### src/rtl/dcam_pkg.sv
package dcam_pkg;

   typedef enum logic [1:0] {
      MODE_SINGLE = 2'd0,
      MODE_SYM    = 2'd1,
      MODE_STACK  = 2'd2,
      MODE_LSHAPE = 2'd3
   } map_mode_e;

   // capacity code to 256 MB units; the reserved code counts as empty
   function automatic logic [1:0] cap_units(input logic [1:0] code);
      return (code == 2'd3) ? 2'd0 : code;
   endfunction

endpackage

### src/rtl/dcam_rank_table.sv
module dcam_rank_table #(
   parameter int RANKS = 4,
   parameter int UW    = 5
) (
   input  logic [2*RANKS-1:0]        cap,
   output logic [RANKS-1:0][UW-1:0]  tops,
   output logic [UW-1:0]             total
);
   import dcam_pkg::*;

   for (genvar k = 0; k < RANKS; k++) begin : g_rank
      logic [UW-1:0] units_k;
      assign units_k = UW'(cap_units(cap[2*k+1 -: 2]));
      if (k == 0) begin : g_first
         assign tops[k] = units_k;
      end else begin : g_next
         assign tops[k] = tops[k-1] + units_k;
      end
   end

   assign total = tops[RANKS-1];

endmodule

### src/rtl/dcam_mode_sel.sv
module dcam_mode_sel #(
   parameter int UW = 5
) (
   input  logic [UW-1:0]        tot0,
   input  logic [UW-1:0]        tot1,
   input  logic                 lshape,
   output dcam_pkg::map_mode_e  mode,
   output logic                 small_ch,
   output logic [UW-1:0]        small_tot
);
   import dcam_pkg::*;

   always_comb begin
      if (tot0 == '0 || tot1 == '0)  mode = MODE_SINGLE;
      else if (tot0 == tot1)         mode = MODE_SYM;
      else if (lshape)               mode = MODE_LSHAPE;
      else                           mode = MODE_STACK;
   end

   assign small_ch  = (tot1 < tot0);
   assign small_tot = small_ch ? tot1 : tot0;

endmodule

### src/rtl/dcam_xlate.sv
module dcam_xlate #(
   parameter int ADDR_W     = 32,
   parameter int UNIT_SHIFT = 28,
   parameter int LINE_SHIFT = 6,
   parameter int UW         = 5
) (
   input  logic [ADDR_W-1:0]    addr,
   input  dcam_pkg::map_mode_e  mode,
   input  logic [UW-1:0]        tot0,
   input  logic [UW-1:0]        tot1,
   input  logic                 small_ch,
   input  logic [UW-1:0]        small_tot,
   output logic                 chan,
   output logic [ADDR_W-1:0]    local_addr,
   output logic                 oor
);
   import dcam_pkg::*;

   localparam int HI_W = ADDR_W - UNIT_SHIFT;

   logic [UW-1:0]     hi;
   logic [UW-1:0]     sum_tot;
   logic [UW-1:0]     zone;
   logic [UW-1:0]     hi_minus0;
   logic [UW-1:0]     hi_minus_s;
   logic [ADDR_W-1:0] intl_addr;

   assign hi         = UW'(addr[ADDR_W-1:UNIT_SHIFT]);
   assign sum_tot    = tot0 + tot1;
   assign zone       = small_tot << 1;
   assign hi_minus0  = hi - tot0;
   assign hi_minus_s = hi - small_tot;
   assign intl_addr  = {1'b0, addr[ADDR_W-1:LINE_SHIFT+1], addr[LINE_SHIFT-1:0]};

   always_comb begin
      chan       = 1'b0;
      local_addr = addr;
      oor        = (hi >= sum_tot);
      unique case (mode)
         MODE_SINGLE: begin
            chan = (tot0 == '0);
         end
         MODE_SYM: begin
            chan       = addr[LINE_SHIFT];
            local_addr = intl_addr;
         end
         MODE_STACK: begin
            if (hi >= tot0) begin
               chan       = 1'b1;
               local_addr = {hi_minus0[HI_W-1:0], addr[UNIT_SHIFT-1:0]};
            end
         end
         MODE_LSHAPE: begin
            if (hi < zone) begin
               chan       = addr[LINE_SHIFT];
               local_addr = intl_addr;
            end else begin
               chan       = ~small_ch;
               local_addr = {hi_minus_s[HI_W-1:0], addr[UNIT_SHIFT-1:0]};
            end
         end
         default: ;
      endcase
      if (oor) begin
         chan       = 1'b0;
         local_addr = '0;
      end
   end

endmodule

### src/rtl/dcam_rank_find.sv
module dcam_rank_find #(
   parameter int RANKS  = 4,
   parameter int UW     = 5,
   parameter int RANK_W = 2
) (
   input  logic [UW-1:0]             loc_hi,
   input  logic [RANKS-1:0][UW-1:0]  tops,
   output logic [RANK_W-1:0]         rank
);

   always_comb begin
      rank = '0;
      for (int k = RANKS - 1; k >= 0; k--) begin
         if (loc_hi < tops[k]) rank = RANK_W'(k);
      end
   end

endmodule

### src/rtl/dcam_addr_mapper.sv
module dcam_addr_mapper #(
   parameter int ADDR_W     = 32,
   parameter int UNIT_SHIFT = 28,
   parameter int LINE_SHIFT = 6,
   parameter int RANKS      = 4,
   localparam int RANK_W    = (RANKS > 1) ? $clog2(RANKS) : 1,
   localparam int CAP_W     = 2 * RANKS
) (
   input  logic              clk,
   input  logic              rst_n,
   input  logic              in_valid,
   input  logic [ADDR_W-1:0] in_addr,
   input  logic [CAP_W-1:0]  cfg_cap0,
   input  logic [CAP_W-1:0]  cfg_cap1,
   input  logic              cfg_lshape,
   output logic              out_valid,
   output logic              out_chan,
   output logic [ADDR_W-1:0] out_addr,
   output logic [RANK_W-1:0] out_rank,
   output logic              out_oor,
   output logic [1:0]        out_mode
);
   import dcam_pkg::*;

   localparam int HI_W = ADDR_W - UNIT_SHIFT;
   localparam int UW   = HI_W + 1;

   if (UNIT_SHIFT <= LINE_SHIFT + 1) begin : g_bad_shift
      $error("UNIT_SHIFT must exceed LINE_SHIFT + 1");
   end
   if (4 * RANKS > (1 << HI_W)) begin : g_bad_space
      $error("full population must fit the address space");
   end

   logic [1:0][CAP_W-1:0]            caps;
   logic [1:0][RANKS-1:0][UW-1:0]    tops;
   logic [1:0][UW-1:0]               tot;

   assign caps[0] = cfg_cap0;
   assign caps[1] = cfg_cap1;

   for (genvar c = 0; c < 2; c++) begin : g_chan
      dcam_rank_table #(.RANKS(RANKS), .UW(UW)) table_i (
         .cap   (caps[c]),
         .tops  (tops[c]),
         .total (tot[c])
      );
   end

   map_mode_e         mode_c;
   logic              small_ch;
   logic [UW-1:0]     small_tot;

   dcam_mode_sel #(.UW(UW)) mode_i (
      .tot0      (tot[0]),
      .tot1      (tot[1]),
      .lshape    (cfg_lshape),
      .mode      (mode_c),
      .small_ch  (small_ch),
      .small_tot (small_tot)
   );

   logic              chan_c;
   logic [ADDR_W-1:0] loc_c;
   logic              oor_c;

   dcam_xlate #(
      .ADDR_W(ADDR_W), .UNIT_SHIFT(UNIT_SHIFT), .LINE_SHIFT(LINE_SHIFT), .UW(UW)
   ) xlate_i (
      .addr       (in_addr),
      .mode       (mode_c),
      .tot0       (tot[0]),
      .tot1       (tot[1]),
      .small_ch   (small_ch),
      .small_tot  (small_tot),
      .chan       (chan_c),
      .local_addr (loc_c),
      .oor        (oor_c)
   );

   logic [UW-1:0]            loc_hi;
   logic [RANKS-1:0][UW-1:0] tops_sel;
   logic [RANK_W-1:0]        rank_c;

   assign loc_hi   = UW'(loc_c[ADDR_W-1:UNIT_SHIFT]);
   assign tops_sel = tops[chan_c];

   dcam_rank_find #(.RANKS(RANKS), .UW(UW), .RANK_W(RANK_W)) rank_i (
      .loc_hi (loc_hi),
      .tops   (tops_sel),
      .rank   (rank_c)
   );

   always_ff @(posedge clk or negedge rst_n) begin
      if (!rst_n) begin
         out_valid <= 1'b0;
         out_chan  <= 1'b0;
         out_addr  <= '0;
         out_rank  <= '0;
         out_oor   <= 1'b0;
         out_mode  <= 2'd0;
      end else begin
         out_valid <= in_valid;
         if (in_valid) begin
            out_chan <= chan_c;
            out_addr <= loc_c;
            out_rank <= oor_c ? '0 : rank_c;
            out_oor  <= oor_c;
            out_mode <= mode_c;
         end
      end
   end


   valid_follow_chk: assert property (@(posedge clk) disable iff (!rst_n)
      in_valid |=> out_valid);

   idle_hold_chk: assert property (@(posedge clk) disable iff (!rst_n)
      !in_valid |=> (!out_valid && $stable(out_addr) && $stable(out_chan)));

   sym_line_chk: assert property (@(posedge clk) disable iff (!rst_n)
      (in_valid && mode_c == MODE_SYM && !oor_c) |=> (out_chan == $past(in_addr[LINE_SHIFT])));

   single_side_chk: assert property (@(posedge clk) disable iff (!rst_n)
      (in_valid && tot[0] == '0 && tot[1] != '0 && !oor_c) |=> out_chan);

   rank_bound_chk: assert property (@(posedge clk) disable iff (!rst_n)
      (in_valid && !oor_c) |-> (loc_hi < tops_sel[rank_c] &&
                                (rank_c == '0 || loc_hi >= tops_sel[rank_c - 1'b1])));

   oor_zero_chk: assert property (@(posedge clk) disable iff (!rst_n)
      (out_valid && out_oor) |-> (out_addr == '0 && out_rank == '0 && !out_chan));

endmodule

### config.mk
export PLATFORM = sky130hd
export DESIGN_NAME = dcam_addr_mapper
export DESIGN_NICKNAME = d
export VERILOG_FILES = /design/src/rtl/dcam_pkg.sv /design/src/rtl/dcam_rank_table.sv /design/src/rtl/dcam_mode_sel.sv /design/src/rtl/dcam_xlate.sv /design/src/rtl/dcam_rank_find.sv /design/src/rtl/dcam_addr_mapper.sv
export SDC_FILE = /design/constraint.sdc
export NUM_CORES = 1
export LEC_CHECK = 0
export BUFFER_PORTS_ARGS = -buffer_cell sky130_fd_sc_hd__buf_2
export CELL_PAD_IN_SITES_DETAIL_PLACEMENT = 1
export CELL_PAD_IN_SITES_GLOBAL_PLACEMENT = 1
export CORE_MARGIN = 10
export CORE_UTILIZATION = 41
export DETAILED_ROUTE_END_ITERATION = 10
export PLACE_DENSITY_LB_ADDON = 0.1
export SLEW_MARGIN = 10
export SYNTH_ARGS = -nofsm -noshare
export SYNTH_HDL_FRONTEND = slang
export SYNTH_SLANG_ARGS = --single-unit
export TNS_END_PERCENT = 100
### constraint.sdc
create_clock -name clk -period 1.02 [get_ports clk]
set_clock_uncertainty 0.05 [all_clocks]
set_input_delay 0.204 -clock clk [delete_from_list [all_inputs] [get_ports clk]]
set_output_delay 0.204 -clock clk [all_outputs]
set_load 0.005 [all_outputs]
==> flow_metrics.py, run 1 <==
metrics = {
    "status": {
        "status": "did not finish",
        "lastStage": "5_1_grt",
        "stop_error": "[ERROR GRT-0232] Routing congestion too high. Check the congestion heatmap in the GUI.",
    },
    "place": {
        "place_area_mm2": 0.00527,
        "dp_cells": 707,
        "gp_congestion": 0.944,
        "numPortBuffers": 90,
        "pre_cts_ws_ns": -5.63,
        "hpwl_um": 11400,
    },
    "floorplan": {
        "row_count": 34,
        "die_w_um": 115,
        "dieHeight_um": 115,
        "initial_utilization": 0.423,
        "num_io_pins": 91,
    },
    "yosys": {
        "synth_edf_count": 0,
        "yosysUniqueCellTypes": 68,
        "ys.flop_type": "dfrtp_1",
        "synth_area_per_cell_um2": 9.09,
        "yosys_warnings": 0,
        "async_reset_ff_frac": 1.00,
        "synth-seq-cells": 39,
        "synth.cell_area_mm2": 0.00373,
        "yosysSeqAreaShare": 0.262,
        "synthCells": 410,
        "syn_nets": 509,
    },
    "sta": {
        "grt-worst-endpoint": "out_rank[1]$_DFFE_PN0P_/D",
        "endpoint_type": "register input",
    },
    "cts": {
        "cts_buffers": 5,
        "cts_max_level": 2,
        "cts_buffer_depth": 2,
        "cts_root_buffer": "clkbuf_8",
        "cts_sinks": 39,
    },
    "grt": {
        "track_usage": 0.748,
        "grt_max_degree": 40,
        "antenna_found_initial": 2,
        "overflow": 229,
    },
}
## kinds of logic after synthesis
family                     after synthesis  share of synthesized area
muxes                                   39                      0.108
buffers and inverters                   56                     0.0608
AOI/OAI and AO/OA                      113                      0.223
and+or+nand+nor                        105                      0.143
adders and majority gates               48                      0.177
DFF                                     39                      0.262
xor gates and xnor gates                10                     0.0275
## per-stage QoR
stage / hold WS [ns] / TNS, ns
after floorplan: -0.142 / -149.13
after CTS: 0.0855 / -153.72
after detailed placement: 0.142 / -164.59
after global placement: 0.136 / -158.79
## synthesized netlist by cell type, drive strengths merged, types with 2 or more instances
| master | n | area (µm²) |
|---|---|---|
| mux2 | 6 | 71.3 |
| and2 | 3 | 18.8 |
| o2111ai | 2 | 23.8 |
| a31oi | 2 | 12.5 |
| nand4 | 2 | 12.5 |
| nand2b | 4 | 25.0 |
| o211ai | 3 | 22.5 |
| o31ai | 2 | 20.0 |
| xnor2 | 8 | 77.6 |
| fa | 8 | 160 |
| a21oi | 24 | 131 |
| a211o | 2 | 17.5 |
| a311oi | 2 | 23.8 |
| nor2 | 24 | 90.1 |
| or3 | 2 | 12.5 |
| a211oi | 3 | 22.5 |
| buf | 6 | 38.8 |
| a22oi | 2 | 15.0 |
| and3 | 2 | 12.5 |
| nor2b | 17 | 106 |
| inv | 40 | 150 |
| ha | 39 | 488 |
| dfrtp | 39 | 976 |
| o41ai | 2 | 25.0 |
| mux2i | 33 | 330 |
| nand3 | 11 | 55.1 |
| o21ai | 26 | 134 |
| o21a | 2 | 15.0 |
| clkbuf | 10 | 37.5 |
| o2bb2ai | 24 | 210 |
| xor2 | 2 | 25.0 |
| o311ai | 2 | 25.0 |
| nor3 | 4 | 20.0 |
| a21o | 8 | 60.1 |
| nand2 | 29 | 119 |
## per-layer routing
layer	global-route usage	overflow
met5	0.230	0
met3	0.658	0
met1	0.721	1
met4	0.789	78
met2	0.883	150
## what timing repair did
| action | in CTS |
|---|---|
| hold endpoints to repair | 39 |
| setup endpoints to repair | 77 |
| gates cloned | 1 |
| buffers inserted | 44 |
| hold buffers | 1 |
| pin swaps | 48 |
| resized for setup | 101 |
==> run 2, diff against run 1 <==
--- a/config.mk
+++ b/config.mk
@@ -6,12 +6,10 @@
 export NUM_CORES = 1
 export LEC_CHECK = 0
 export BUFFER_PORTS_ARGS = -buffer_cell sky130_fd_sc_hd__buf_2
-export CELL_PAD_IN_SITES_DETAIL_PLACEMENT = 1
-export CELL_PAD_IN_SITES_GLOBAL_PLACEMENT = 1
 export CORE_MARGIN = 10
-export CORE_UTILIZATION = 41
+export CORE_UTILIZATION = 40
 export DETAILED_ROUTE_END_ITERATION = 10
-export PLACE_DENSITY_LB_ADDON = 0.1
+export PLACE_DENSITY_LB_ADDON = 0.15
 export SLEW_MARGIN = 10
 export SYNTH_ARGS = -nofsm -noshare
 export SYNTH_HDL_FRONTEND = slang
==> flow_metrics.py, run 2 <==
metrics = {
    "status": {
        "status": "complete, but fails checks",
        "failed_checks": "negative setup slack",
    },
    "critical_path": {
        "worst-endpoint-required_ns": 1.18,
        "ff2ff_path_depth": 2,
        "crit_slowest_cell": "fa_1",
        "slowest_delay_ns": 0.54,
        "cpMostUsedCell": "ha_4",
        "cp_max_fo": 4,
        "critical_path_class": "in2reg",
        "arrival_ns": 6.25,
        "cp-start-kind": "input port",
        "cp-end-kind": "flop",
    },
    "routing": {
        "ant_nets": 0,
        "drcViolationCount": 0,
        "wl_per_cell_um": 16.7,
        "drt_pass1_iterations": 5,
        "drtIter0Drc": 196,
        "via_per_inst": 5.18,
        "totalWireLength_um": 13100,
        "vias": 4047,
    },
    "sta": {
        "setup_tns_ns": -150.96,
        "clock.fmax_mhz": 164,
        "rsz0062_at_grt": "true",
        "timing.final.crit_period_ns": 6.09,
        "setup_viol": 77,
        "maxSlewHeadroom": 0.637,
        "finalHoldViolCount": 0,
        "fin_crit_sh": 5.97,
        "slew_viol_final": 0,
        "setup_ws_ns": -5.07,
        "tightest_slew_ns": 0.541,
    },
    "grt": {
        "grt_pass1_wl_um": 20600,
        "grt_max_degree": 40,
        "first_global_vias": 4295,
        "track_usage": 0.187,
        "overflow": 0,
        "antenna_found_initial": 0,
    },
    "yosys": {
        "yosys_warnings": 0,
        "syn_nets": 509,
        "synth_common_cells": "39 x dfrtp_1, 39 x ha_1, 39 x inv_1, 33 x mux2i_1, 27 x nand2_1",
        "synth.area.top_cells": "dfrtp_1 26%, ha_1 13%, mux2i_1 8.9%",
        "yosysSeqAreaShare": 0.262,
        "synth.cell_area_mm2": 0.00373,
        "yosysTopAreaCell": "dfrtp_1",
        "synth_area_per_cell_um2": 9.09,
        "ys.flop_type": "dfrtp_1",
        "async_reset_ff_frac": 1.00,
        "yosysUniqueCellTypes": 68,
        "synth-seq-cells": 39,
        "synthCells": 410,
        "synth_edf_count": 0,
        "yosysTopAreaCellShare": 0.262,
    },
    "finish": {
        "final_nets": 769,
        "fill_cells": 701,
        "drive_gt1_frac": 0.563,
        "seq_area_um2": 976,
        "reg_top3": "out_addr x32, out_mode x2, out_rank x2",
        "top_register": "out_addr",
        "final_common_cell": "buf_4",
        "largest_register_ffs": 32,
        "antenna_cells": 0,
        "final_cell_mix": "144 x buf_4, 87 x buf_2, 39 x dfrtp_1",
        "multi_input_area_mm2": 0.00312,
        "fin_area_mm2": 0.00648,
        "areaGrowthSynthToFinish_pct": 74.0,
    },
    "floorplan": {
        "die_area_mm2": 0.0136,
        "row_count": 35,
        "initial_utilization": 0.407,
        "num_io_pins": 91,
        "dieHeight_um": 117,
        "core_mm2": 0.00915,
        "die_w_um": 117,
    },
    "cts": {
        "cts_tree": "done",
        "clk_pin_slew_ns": 0.08,
        "cts_root_buffer": "clkbuf_8",
        "cts_sinks": 39,
        "cts_buffers": 5,
        "cts_buffer_depth": 2,
        "cts_max_level": 2,
        "clock_latency_ns": 0.30,
    },
    "pwr": {
        "power_mw": 19.5,
        "powerDensity_mw_per_mm2": 3010,
        "max-vdd-ir-drop_mv": 1.63,
        "leakage_nw": 3.17,
    },
    "min_path": {
        "holdPathStages": 3,
        "hold_class": "in2reg",
    },
    "place": {
        "pre_cts_ws_ns": -5.60,
        "gp_congestion": 0.889,
        "hpwl_um": 9390,
        "numPortBuffers": 90,
        "place_area_mm2": 0.00528,
    },
    "flow_run": {
        "drv_cap": 0,
    },
}
-- run 2: cell counts after synthesis --
Identical to the previous run, type by type.
-- run 2: worst max-delay path, delay by kind of cell --
family          cells  cell delay (ns)
mux                 2             0.56
compound gates      9             2.09
xor+xnor            1             0.16
simple gates        5             0.66
fa+ha+maj           7             2.20
buf+inv             5             0.36
-- run 2: per-layer routing --
metal / vias up / routed length, µm / track usage / share of wire
met5: - / 0 / 0 / 0
met1: 1938 / 5560 / 0.224 / 0.43
met2: 92 / 6590 / 0.327 / 0.50
li1: 1999 / - / - / -
met4: 0 / 207 / 0.0552 / 0.016
met3: 18 / 710 / 0.0421 / 0.054
-- run 2: what timing repair did --
action / in CTS / in global routing
hold buffers: 1 / 0
cloned: 3 / 1
pin swaps: 44 / 42
endpoints found under the setup margin: 77 / 77
setup buffers: 38 / 30
resized for setup: 86 / 51
endpoints found under the hold margin: 39 / 0
-- run 2: cells by family after synthesis --
kind of cell | after synthesis | share of synthesized area
buffers and inverters | 56 | 0.0608
multiplexers | 39 | 0.108
AND/OR/NAND/NOR | 105 | 0.143
adder cells (fa/ha/maj) | 48 | 0.177
AO/OA/AOI/OAI | 113 | 0.223
XOR/XNOR | 10 | 0.0275
flip-flops | 39 | 0.262
-- run 2: report_power, final --
group          internal, mW  switching, mW  total (mW)
sequential             2.23          0.359        2.59
clock                 0.554          0.560        1.11
combinational          8.65           7.14        15.8
-- run 2: path summary, 6_finish.rpt --
check | startpoint | slack, ns | endpoint
setup / recovery | cfg_cap0[0] | -5.07 | out_rank[1]$_DFFE_PN0P_
hold / removal | in_addr[5] | 0.08 | out_addr[5]$_DFFE_PN0P_
setup reg to reg | out_addr[29]$_DFFE_PN0P_ | 0.10 | out_addr[29]$_DFFE_PN0P_
hold reg to reg | out_addr[21]$_DFFE_PN0P_ | 0.43 | out_addr[21]$_DFFE_PN0P_
max in group asynchronous | rst_n | 0.38 | out_addr[27]$_DFFE_PN0P_
min in group asynchronous | rst_n | 0.35 | out_addr[19]$_DFFE_PN0P_
-- run 2: layout make-up --
class | instances | share of cell area
Clock inverter | 1 | 0.00135
Multi-Input combinational cell | 316 | 0.481
Timing Repair Buffer | 268 | 0.309
Sequential cell | 39 | 0.151
Clock buffer | 7 | 0.0133
Tap cell | 111 | 0.0214
Inverter | 40 | 0.0239
-- run 2: through the flow --
| step | hold WS [ns] | util | cells |
|---|---|---|---|
| after floorplan | -0.142 | - | 410 |
| after global placement | 0.136 | 0.576 | 709 |
| after detailed placement | 0.137 | 0.576 | 709 |
| after CTS | 0.0820 | 0.661 | 757 |
| after global routing | 0.101 | 0.708 | 782 |
| final | 0.0845 | 0.708 | 782 |
(Power assumes the default switching activity.)
